==> config.mk <==
export PLATFORM = sky130hd
export DESIGN_NAME = zol_seq
export DESIGN_NICKNAME = d
export VERILOG_FILES = /design/src/rtl/zol_pkg.sv /design/src/rtl/zol_rpt_unit.sv /design/src/rtl/zol_blk_level.sv /design/src/rtl/zol_seq.sv
export SDC_FILE = /design/constraint.sdc
export NUM_CORES = 1
export LEC_CHECK = 0
export BUFFER_PORTS_ARGS = -buffer_cell sky130_fd_sc_hd__buf_4
export CORE_UTILIZATION = 35
export DETAILED_ROUTE_END_ITERATION = 8
export GPL_TIMING_DRIVEN = 1
export PLACE_DENSITY = 0.52
export SYNTH_ARGS = -nofsm -noshare
export SYNTH_HDL_FRONTEND = slang
export SYNTH_SLANG_ARGS = --single-unit
==> constraint.sdc <==
create_clock -name clk_i -period 7.39 [get_ports clk_i]
set_clock_uncertainty 0.05 [all_clocks]
set_input_delay 0 -clock clk_i [delete_from_list [all_inputs] [get_ports clk_i]]
set_output_delay 0 -clock clk_i [all_outputs]
set_load 0.01 [all_outputs]
==> src/rtl/zol_pkg.sv <==
package zol_pkg;
  localparam int unsigned NUM_LVL = 2;
  typedef enum logic [1:0] {
    LVL_NONE  = 2'd0,
    LVL_OUTER = 2'd1,
    LVL_INNER = 2'd2
  } lvl_e;
endpackage

==> src/rtl/zol_rpt_unit.sv <==
module zol_rpt_unit #(
  parameter int unsigned CW = 16
) (
  input  logic          clk_i,
  input  logic          rst_ni,
  input  logic          issue_i,
  input  logic          cmd_i,
  input  logic [CW-1:0] cnt_i,
  output logic          hold_o
);
  logic          armed_q;
  logic [CW-1:0] cnt_q;
  logic          cnt_nz;

  assign cnt_nz = (cnt_q != '0);
  assign hold_o = issue_i & armed_q & cnt_nz;

  always_ff @(posedge clk_i or negedge rst_ni) begin
    if (!rst_ni) begin
      armed_q <= 1'b0;
      cnt_q   <= '0;
    end else if (issue_i) begin
      if (armed_q) begin
        // target instruction issuing: count down, disarm on last issue
        if (cnt_nz) cnt_q <= cnt_q - 1'b1;
        else        armed_q <= 1'b0;
      end else if (cmd_i) begin
        armed_q <= 1'b1;
        cnt_q   <= cnt_i;
      end
    end
  end
endmodule

==> src/rtl/zol_blk_level.sv <==
module zol_blk_level #(
  parameter int unsigned AW = 16,
  parameter int unsigned CW = 16
) (
  input  logic          clk_i,
  input  logic          rst_ni,
  input  logic          wr_i,
  input  logic [CW-1:0] wr_data_i,
  input  logic          push_i,
  input  logic [AW-1:0] start_i,
  input  logic [AW-1:0] end_i,
  input  logic          step_i,
  output logic [AW-1:0] start_o,
  output logic [AW-1:0] end_o,
  output logic          zero_o
);
  logic [AW-1:0] start_q, end_q;
  logic [CW-1:0] cnt_q;

  assign start_o = start_q;
  assign end_o   = end_q;
  assign zero_o  = (cnt_q == '0);

  always_ff @(posedge clk_i or negedge rst_ni) begin
    if (!rst_ni) begin
      start_q <= '0;
      end_q   <= '0;
    end else if (push_i) begin
      start_q <= start_i;
      end_q   <= end_i;
    end
  end

  always_ff @(posedge clk_i or negedge rst_ni) begin
    if (!rst_ni)                cnt_q <= '0;
    else if (wr_i)              cnt_q <= wr_data_i;
    else if (step_i && !zero_o) cnt_q <= cnt_q - 1'b1;
  end
endmodule

==> src/rtl/zol_seq.sv <==
module zol_seq
  import zol_pkg::*;
#(
  parameter int unsigned AW = 16,
  parameter int unsigned CW = 16
) (
  input  logic          clk_i,
  input  logic          rst_ni,
  input  logic          pc_valid_i,
  input  logic [AW-1:0] pc_i,
  input  logic          rpt_cmd_i,
  input  logic [CW-1:0] rpt_cnt_i,
  input  logic          blk_cmd_i,
  input  logic [AW-1:0] blk_end_i,
  input  logic          cnt_wr_i,
  input  logic          cnt_sel_i,
  input  logic [CW-1:0] cnt_data_i,
  output logic          redirect_o,
  output logic [AW-1:0] redirect_pc_o,
  output logic          hold_o,
  output logic [1:0]    level_o
);
  localparam int unsigned LW = $clog2(NUM_LVL);

  lvl_e          lvl_q;
  logic          hold;
  logic          active;
  logic [LW-1:0] cur;
  logic [LW-1:0] nxt;
  logic          at_end, push, pop;

  logic [AW-1:0] lvl_start [NUM_LVL];
  logic [AW-1:0] lvl_end   [NUM_LVL];
  logic [NUM_LVL-1:0] lvl_zero;

  zol_rpt_unit #(.CW(CW)) u_rpt (
    .clk_i   (clk_i),
    .rst_ni  (rst_ni),
    .issue_i (pc_valid_i),
    .cmd_i   (rpt_cmd_i),
    .cnt_i   (rpt_cnt_i),
    .hold_o  (hold)
  );

  assign active = (lvl_q != LVL_NONE);
  assign cur    = active ? LW'(lvl_q - 2'd1) : '0;
  assign nxt    = LW'(lvl_q);
  assign at_end = pc_valid_i & active & ~hold & (pc_i == lvl_end[cur]);
  assign pop    = at_end & lvl_zero[cur];
  assign push   = pc_valid_i & blk_cmd_i & ~hold & ~at_end & (lvl_q != LVL_INNER);

  for (genvar k = 0; k < NUM_LVL; k++) begin : g_lvl
    zol_blk_level #(.AW(AW), .CW(CW)) u_lvl (
      .clk_i     (clk_i),
      .rst_ni    (rst_ni),
      .wr_i      (cnt_wr_i && (cnt_sel_i == 1'(k))),
      .wr_data_i (cnt_data_i),
      .push_i    (push && (nxt == LW'(k))),
      .start_i   (pc_i + 1'b1),
      .end_i     (blk_end_i),
      .step_i    (at_end && (cur == LW'(k))),
      .start_o   (lvl_start[k]),
      .end_o     (lvl_end[k]),
      .zero_o    (lvl_zero[k])
    );
  end

  always_ff @(posedge clk_i or negedge rst_ni) begin
    if (!rst_ni)   lvl_q <= LVL_NONE;
    else if (push) lvl_q <= lvl_e'(lvl_q + 2'd1);
    else if (pop)  lvl_q <= lvl_e'(lvl_q - 2'd1);
  end

  assign redirect_o    = at_end & ~lvl_zero[cur];
  assign redirect_pc_o = lvl_start[cur];
  assign hold_o        = hold;
  assign level_o       = lvl_q;
endmodule

* Word level (Yosys, flattened, before mapping)
Cells that the tools add are included.
Word-level totals: register bits 115
Cells by class: add/sub/neg operators 6, magnitude comparators 2, equality and inequality tests 3, muxes and demuxes 21, bitwise operators 18, reduce and logical (&&, ||, !) cells 19
Operator list (number):
- 16-bit 2-to-1 mux | 13
- 16-bit by 1-bit subtractor with 16-bit output (second input constant) | 3
- 16-bit zero test | 2
- 16-bit by 1-bit adder with 16-bit output (second input constant) | 1
- 16-bit == test | 1
- 16-bit nonzero test | 1
- 1-bit AND | 11
- 2-bit nonzero test | 5
- 1-bit logical AND | 8
- 1-bit 2-to-1 mux | 6
- 1-bit inverter | 6
- 2-bit 2-to-1 mux | 2
- 2-bit != test (second input constant) | 2
- 3-bit AND reduction | 1
- 2-bit by 1-bit adder with 2-bit output (second input constant) | 1
- 2-bit greater-or-equal comparator (second input constant) | 1
- 1-bit zero test | 2
- 1-bit by 2-bit < comparator with 1-bit output (second input constant) | 1
- 1-bit inverter with 2-bit output | 1
- 2-bit by 1-bit subtractor with 2-bit output (second input constant) | 1

* Depth between registers and ports, before layout
depth after elaboration 12, gate-level depth with buffers 13, depth with buffers taken out 9

* Modules after synthesis
A second synthesis with hierarchy kept.
Second synthesis, totals: cells, all modules 663, area total of the unflattened synthesis 6879.1 µm²
Modules (own cells, without submodules):
- zol_blk_level | times used 2, cells an instance 192, area an instance 2270.9 µm², sequential area each 1201.2 µm²
- zol_rpt_unit | times used 1, cells an instance 147, area an instance 1229.9 µm², sequential area each 425.4 µm²
- zol_seq | times used 1, cells an instance 132, area an instance 1107.3 µm², sequential area each 50.0 µm²

* Worst setup path before layout
OpenSTA, ideal clock, no wires.
path type reg-to-reg, from register lvl_q[0] (netlist: level_o[0]), to register g_lvl[1].u_lvl.end_q[10], setup time 128 ps, arrival 2671 ps, required time 7212 ps, slack 4541 ps, stages on the path, launching flop included 12, buffers on the path 3, clock period less this slack 2849 ps, cells stage by stage dfrtp_1 > inv_1 > ha_1 > buf_6 > mux2i_1 > xor2_1 > nand4_1 > or4_4 > o211a_1 > buf_2 > buf_2 > mux2_1
On the way: longest elaborated chain between the ends 12, elaborated cells on any way between the ends 16
RTL lines:
- start: declaration | RTL line zol_seq.sv:25 | lvl_e lvl_q;
- start signal: assignment | RTL line zol_seq.sv:70 | else if (push) lvl_q <= lvl_e'(lvl_q + 2'd1);
- start signal: assignment | RTL line zol_seq.sv:71 | else if (pop) lvl_q <= lvl_e'(lvl_q - 2'd1);
- 2-bit by 1-bit subtractor with 2-bit output / 2-bit nonzero test (equally long branches)
- 1-bit 2-to-1 mux | RTL line zol_seq.sv:46 | assign cur = active ? LW'(lvl_q - 2'd1) : '0;
- 1-bit inverter with 2-bit output (implied by the code) | RTL line zol_seq.sv:48 | assign at_end = pc_valid_i & active & ~hold & (pc_i == lvl_end[cur]);
- 16-bit 2-to-1 mux (implied by the code) (3 in series) | RTL line zol_seq.sv:48
- 16-bit == test | RTL line zol_seq.sv:48
- 1-bit AND | RTL line zol_seq.sv:48
- 1-bit inverter | RTL line zol_seq.sv:50 | assign push = pc_valid_i & blk_cmd_i & ~hold & ~at_end & (lvl_q != LVL_INNER);
- 1-bit AND (2 in series) | RTL line zol_seq.sv:50
- 1-bit logical AND * | RTL line zol_seq.sv:58 | .push_i (push && (nxt == LW'(k))),
- end signal: assignment | RTL line zol_blk_level.sv:30 | end_q <= end_i;
- end: declaration | RTL line zol_blk_level.sv:17 | logic [AW-1:0] start_q, end_q;
Every way passes the cells marked *; elsewhere a longest branch is shown, timed or not. The select of a mux whose other input is x is not followed. A chain may end at the register's enable or synchronous reset.

* Final worst setup path
from register lvl_q[0] (netlist: level_o[0]), to register g_lvl[0].u_lvl.end_q[0]
On the way: longest elaborated chain between the ends 12, elaborated cells on any way between the ends 17
RTL lines (RTL line):
- 2-bit by 1-bit subtractor with 2-bit output / 2-bit nonzero test (equally long branches)
- 1-bit 2-to-1 mux | zol_seq.sv:46
- 1-bit inverter with 2-bit output (implied by the code) | zol_seq.sv:48
- 16-bit 2-to-1 mux (implied by the code) (3 in series) | zol_seq.sv:48
- 16-bit == test | zol_seq.sv:48
- 1-bit AND | zol_seq.sv:48
- 1-bit inverter | zol_seq.sv:50
- 1-bit AND (2 in series) | zol_seq.sv:50
- 1-bit logical AND * | zol_seq.sv:58
- end signal: assignment | zol_blk_level.sv:30
- end: declaration | zol_blk_level.sv:17
Marks and branches as above.

==> qor.tcl <==
set qor(buffer_ports.inserted) 90
set qor(drcViolationCount) 0
set qor(post-route-period-util_pct) 57.0
set qor(post_synthesis_net_count) 736
set qor(netlist_top_cells_area) {sky130_fd_sc_hd__dfrtp_1, sky130_fd_sc_hd__mux2_2, sky130_fd_sc_hd__xnor2_1}
set qor(gp_congestion) 0.835
set qor(timing_worst_setup_path_type) {reg -> reg}
set qor(top_flip_flop_cell_by_instance_count_after_synthesis) {sky130_fd_sc_hd__dfrtp_1}
set qor(post_cts.resized_instances) 0
set qor(min_path_type) {in -> async}
set qor(layout-drive-gt1-share_pct) 25.6
set qor(tritoncts.num_buffers) 17
set qor(power_switching_share_pct) 33.6
set qor(final.setup.tns_ns) 0
set qor(ctsHoldBuffers) 70
set qor(worst-endpoint-arrival_ns) 4.46
set qor(diodes_inserted) 0
set qor(design.final.nets) 886
set qor(max-cap-violations) 0
set qor(worst_setup_path_end_kind) {flop}
set qor(wl_final_um) 17000
set qor(grt_pass1_wl_um) 28100
set qor(cts.repair_timing.setup_buffer_count) 0
set qor(pin_count_of_the_biggest_net_entering_global_routing) 75
set qor(post_drt_via_cell_ratio) 5.12
set qor(clock_share_of_power_pct) 31.0
set qor(std_cell_rows) 50
set qor(first_global_vias) 5411
set qor(grt_setup_unrepaired) {false}
set qor(area_growth_pct) 31.9
set qor(synthDominantCellAreaShare_pct) 43.0
set qor(parity_gate_share_of_the_synthesized_area_counting_xor_and_xnor_cells_pct) 7.19
set qor(combPwrFrac_pct) 32.3
set qor(intPower_mw) 1.87
set qor(routed-via-count) 5387
set qor(antenna_found_initial) 0
set qor(ant_nets) 0
set qor(peakVddDrop_uv) 158
set qor(syn-cell-area_mm2) 0.00670
set qor(finalSetupViolCount) 0
set qor(cts-root-buf) {sky130_fd_sc_hd__clkbuf_16}
set qor(most_area_hungry_cell_type_in_the_yosys_netlist) {sky130_fd_sc_hd__dfrtp_1}
set qor(synth_simple_gate_area_share_pct) 21.1
set qor(post_synthesis_compound_gate_area_fraction_pct) 10.8
set qor(initial_utilization_pct) 35.8
set qor(drtIter0Drc) 247
set qor(die_height_um) 140
set qor(gr-usage-all-layers_pct) 18.3
set qor(layout_min_cycle_time_ns) 4.21
set qor(critPathMaxFanout) 47
set qor(clock.fmax_mhz) 237
set qor(syn-instance-count) 655
set qor(clk_transition_reported_paths_ns) 0.06
set qor(synth.yosys.warnings) 0
set qor(report.final.hold_viol_count) 0
set qor(largest_family_of_logic_cells_by_synthesized_area) {simple AND/OR/NAND/NOR gates}
set qor(floorplan.io_pins) 91
set qor(critical_path_required_ns) 7.64
set qor(yosys-mux-area-fraction_pct) 11.9
set qor(power.net_switching_mw) 0.945
set qor(clock_tree.buffer_depth) 2
set qor(drtPass1Iterations) 4
set qor(cts.sink_count) 115
set qor(die-area_mm2) 0.0197
set qor(crit_path_start_kind) {flop}
set qor(h_tree_depth) 4
set qor(detailed_placer_s_ending_hpwl_um) 11500
set qor(postLayoutCellArea_mm2) 0.00883
set qor(gr-total-overflow) 0
set qor(drt-wirelength-per-cell_um) 16.2
set qor(postSynthRegisterBits) 115
set qor(p_leak_nw) 3.56
set qor(die_width_um) 140
set qor(distinct_cell_type_count_of_the_synthesized_netlist) 60
set qor(worst_pin_slew_ns) 1.04
set qor(worstSkewPairLatency_ns) 0.42
set qor(place_area_mm2) 0.00751
set qor(synth.yosys.seq_area_share_pct) 43.0
set qor(cts_tree) {yes}
set qor(status) {completed}
set qor(core-area_mm2) 0.0187
set qor(maxSlewHeadroom_pct) 31.0
set qor(syn_area_per_cell_um2) 10.2
set qor(power.density_mw_per_mm2) 319
set qor(seqPwrFrac_pct) 36.7
set qor(async_flop_share_pct) 100
set qor(edff_count_synth) 0
set qor(total_count_of_max_transition_violations_in_the_final_report) 0
set qor(synthAdderAreaFrac_pct) 1.87
## final cells by class
cell class / instances / area (um^2)
clock inverter: 15 / 194
timing repair buffer: 168 / 1440
tap: 234 / 293
clock buffer: 17 / 425
sequential: 115 / 2880
fill: 1743 / 9870
inverter: 16 / 60.1
multi-input combinational: 487 / 3540
## worst paths after layout
kind	from	slack, ns	end	cells after the start
max in group asynchronous	rst_ni	5.82	g_lvl[0].u_lvl.start_o[4]$_DFFE_PN0P_	3
worst min-delay path	rst_ni	0.08	g_lvl[1].u_lvl.cnt_q[11]$_DFFE_PN0P_	2
worst min register to register	g_lvl[0].u_lvl.start_o[13]$_DFFE_PN0P_	0.43	g_lvl[0].u_lvl.start_o[13]$_DFFE_PN0P_	2
min in group clk_i	rpt_cmd_i	0.17	u_rpt.armed_q$_DFFE_PN0P_	5
worst max-delay path	level_o[0]$_DFFE_PN0P_	3.18	g_lvl[0].u_lvl.end_o[0]$_DFFE_PN0P_	9
worst max register to register	level_o[0]$_DFFE_PN0P_	3.18	g_lvl[0].u_lvl.end_o[0]$_DFFE_PN0P_	9
## routing by layer
metal | vias to the layer above | wire [um] | global-route usage, %
met5 | - | 0 | 0
met4 | 0 | 320 | 6.54
met3 | 22 | 551 | 4.21
met2 | 95 | 8240 | 30.6
met1 | 2631 | 7910 | 23.2
li1 | 2639 | - | -
## cells by family after synthesis
kind of cell | after synthesis
AOI/OAI and AO/OA | 127
and+or+nand+nor | 222
adders and majority gates | 10
muxes | 73
xor gates and xnor gates | 55
DFF | 115
buffers and inverters | 53
## worst max-delay path, cell delays in order, from the launching register on
cell and delay (ns):
sky130_fd_sc_hd__dfrtp_1 0.42, sky130_fd_sc_hd__inv_1 0.14, sky130_fd_sc_hd__ha_2 0.89, sky130_fd_sc_hd__mux2i_1 0.33, sky130_fd_sc_hd__xor2_1 0.20, sky130_fd_sc_hd__nand4_1 0.12
sky130_fd_sc_hd__or4_4 0.78, sky130_fd_sc_hd__o211ai_1 0.27, sky130_fd_sc_hd__buf_4 0.46, sky130_fd_sc_hd__mux2_2 0.39
## stage by stage
step                std cells  hold WS [ns]  worst slack, ns  power, mW  util (%)
finish                   1052        0.0774             3.18       2.81      47.2
detailed placement        950     -0.000889             3.12       1.93      40.2
CTS                      1052        0.0993             3.12       2.85      47.2
global placement          950      0.000705             3.30       1.90      40.2
floorplan                 655        -0.346             4.54       1.62         -
global route             1052         0.120             2.88       3.00      47.2
## power groups by stage
stage | Sequential [mW] | Clock, mW | Combinational [mW]
after floorplan | 0.995 | 0 | 0.629
final | 1.03 | 0.872 | 0.910
after CTS | 1.03 | 0.892 | 0.925
after detailed placement | 1.04 | 0 | 0.892
after global routing | 1.07 | 0.925 | 1.01
after global placement | 1.03 | 0 | 0.865
## state kept, by name, summed over array words and instances (netlist names)
name / cells
u_rpt.armed_q: 1
g_lvl.u_lvl.end_o: 32
u_rpt.cnt_q: 16
level_o: 2
g_lvl.u_lvl.cnt_q: 32
g_lvl.u_lvl.start_o: 32
## cell usage in the layout, fill, tap and decap left out, types with 10 or more instances in the layout
| master | count |
|---|---|
| sky130_fd_sc_hd__xor2_1 | 16 |
| sky130_fd_sc_hd__nor2_1 | 44 |
| sky130_fd_sc_hd__nor4_2 | 10 |
| sky130_fd_sc_hd__buf_4 | 98 |
| sky130_fd_sc_hd__dlygate4sd3_1 | 70 |
| sky130_fd_sc_hd__nand2_1 | 66 |
| sky130_fd_sc_hd__nor4_4 | 12 |
| sky130_fd_sc_hd__a21oi_1 | 43 |
| sky130_fd_sc_hd__nor3_1 | 11 |
| sky130_fd_sc_hd__nand3_1 | 13 |
| sky130_fd_sc_hd__dfrtp_1 | 115 |
| sky130_fd_sc_hd__mux2i_1 | 21 |
| sky130_fd_sc_hd__xnor2_1 | 39 |
| sky130_fd_sc_hd__clkbuf_16 | 17 |
| sky130_fd_sc_hd__o21ai_0 | 36 |
| sky130_fd_sc_hd__mux2_1 | 10 |
| sky130_fd_sc_hd__mux2_2 | 42 |
| sky130_fd_sc_hd__inv_1 | 15 |
| sky130_fd_sc_hd__o21ai_1 | 22 |
## synthesized netlist by cell type, types with 2 or more instances
library cell / count
sky130_fd_sc_hd__dfrtp_1: 115
sky130_fd_sc_hd__nor4_1: 8
sky130_fd_sc_hd__mux2_1: 10
sky130_fd_sc_hd__or3_1: 9
sky130_fd_sc_hd__o21a_1: 2
sky130_fd_sc_hd__and3b_1: 2
sky130_fd_sc_hd__a21boi_1: 2
sky130_fd_sc_hd__xor2_1: 16
sky130_fd_sc_hd__inv_1: 15
sky130_fd_sc_hd__nor3b_1: 2
sky130_fd_sc_hd__buf_2: 10
sky130_fd_sc_hd__o21ai_1: 22
sky130_fd_sc_hd__nor4_2: 10
sky130_fd_sc_hd__nand2_1: 66
sky130_fd_sc_hd__mux2_2: 42
sky130_fd_sc_hd__nor2_1: 44
sky130_fd_sc_hd__xnor2_1: 39
sky130_fd_sc_hd__or2_2: 2
sky130_fd_sc_hd__mux2i_1: 21
sky130_fd_sc_hd__and2_1: 6
sky130_fd_sc_hd__o22ai_1: 3
sky130_fd_sc_hd__nor4_4: 12
sky130_fd_sc_hd__nand4_1: 7
sky130_fd_sc_hd__nand2b_1: 5
sky130_fd_sc_hd__o211ai_1: 2
sky130_fd_sc_hd__or4_1: 7
sky130_fd_sc_hd__nand3_1: 13
sky130_fd_sc_hd__clkbuf_1: 17
sky130_fd_sc_hd__nor3_2: 2
sky130_fd_sc_hd__and3_1: 4
sky130_fd_sc_hd__ha_1: 10
sky130_fd_sc_hd__nor3_1: 11
sky130_fd_sc_hd__buf_6: 7
sky130_fd_sc_hd__nor2b_1: 2
sky130_fd_sc_hd__a21oi_1: 43
sky130_fd_sc_hd__nor4b_2: 3
sky130_fd_sc_hd__a22oi_1: 3
sky130_fd_sc_hd__o32ai_1: 3
sky130_fd_sc_hd__o21ai_0: 36
sky130_fd_sc_hd__a221o_1: 2
(Power assumes the default switching activity.)
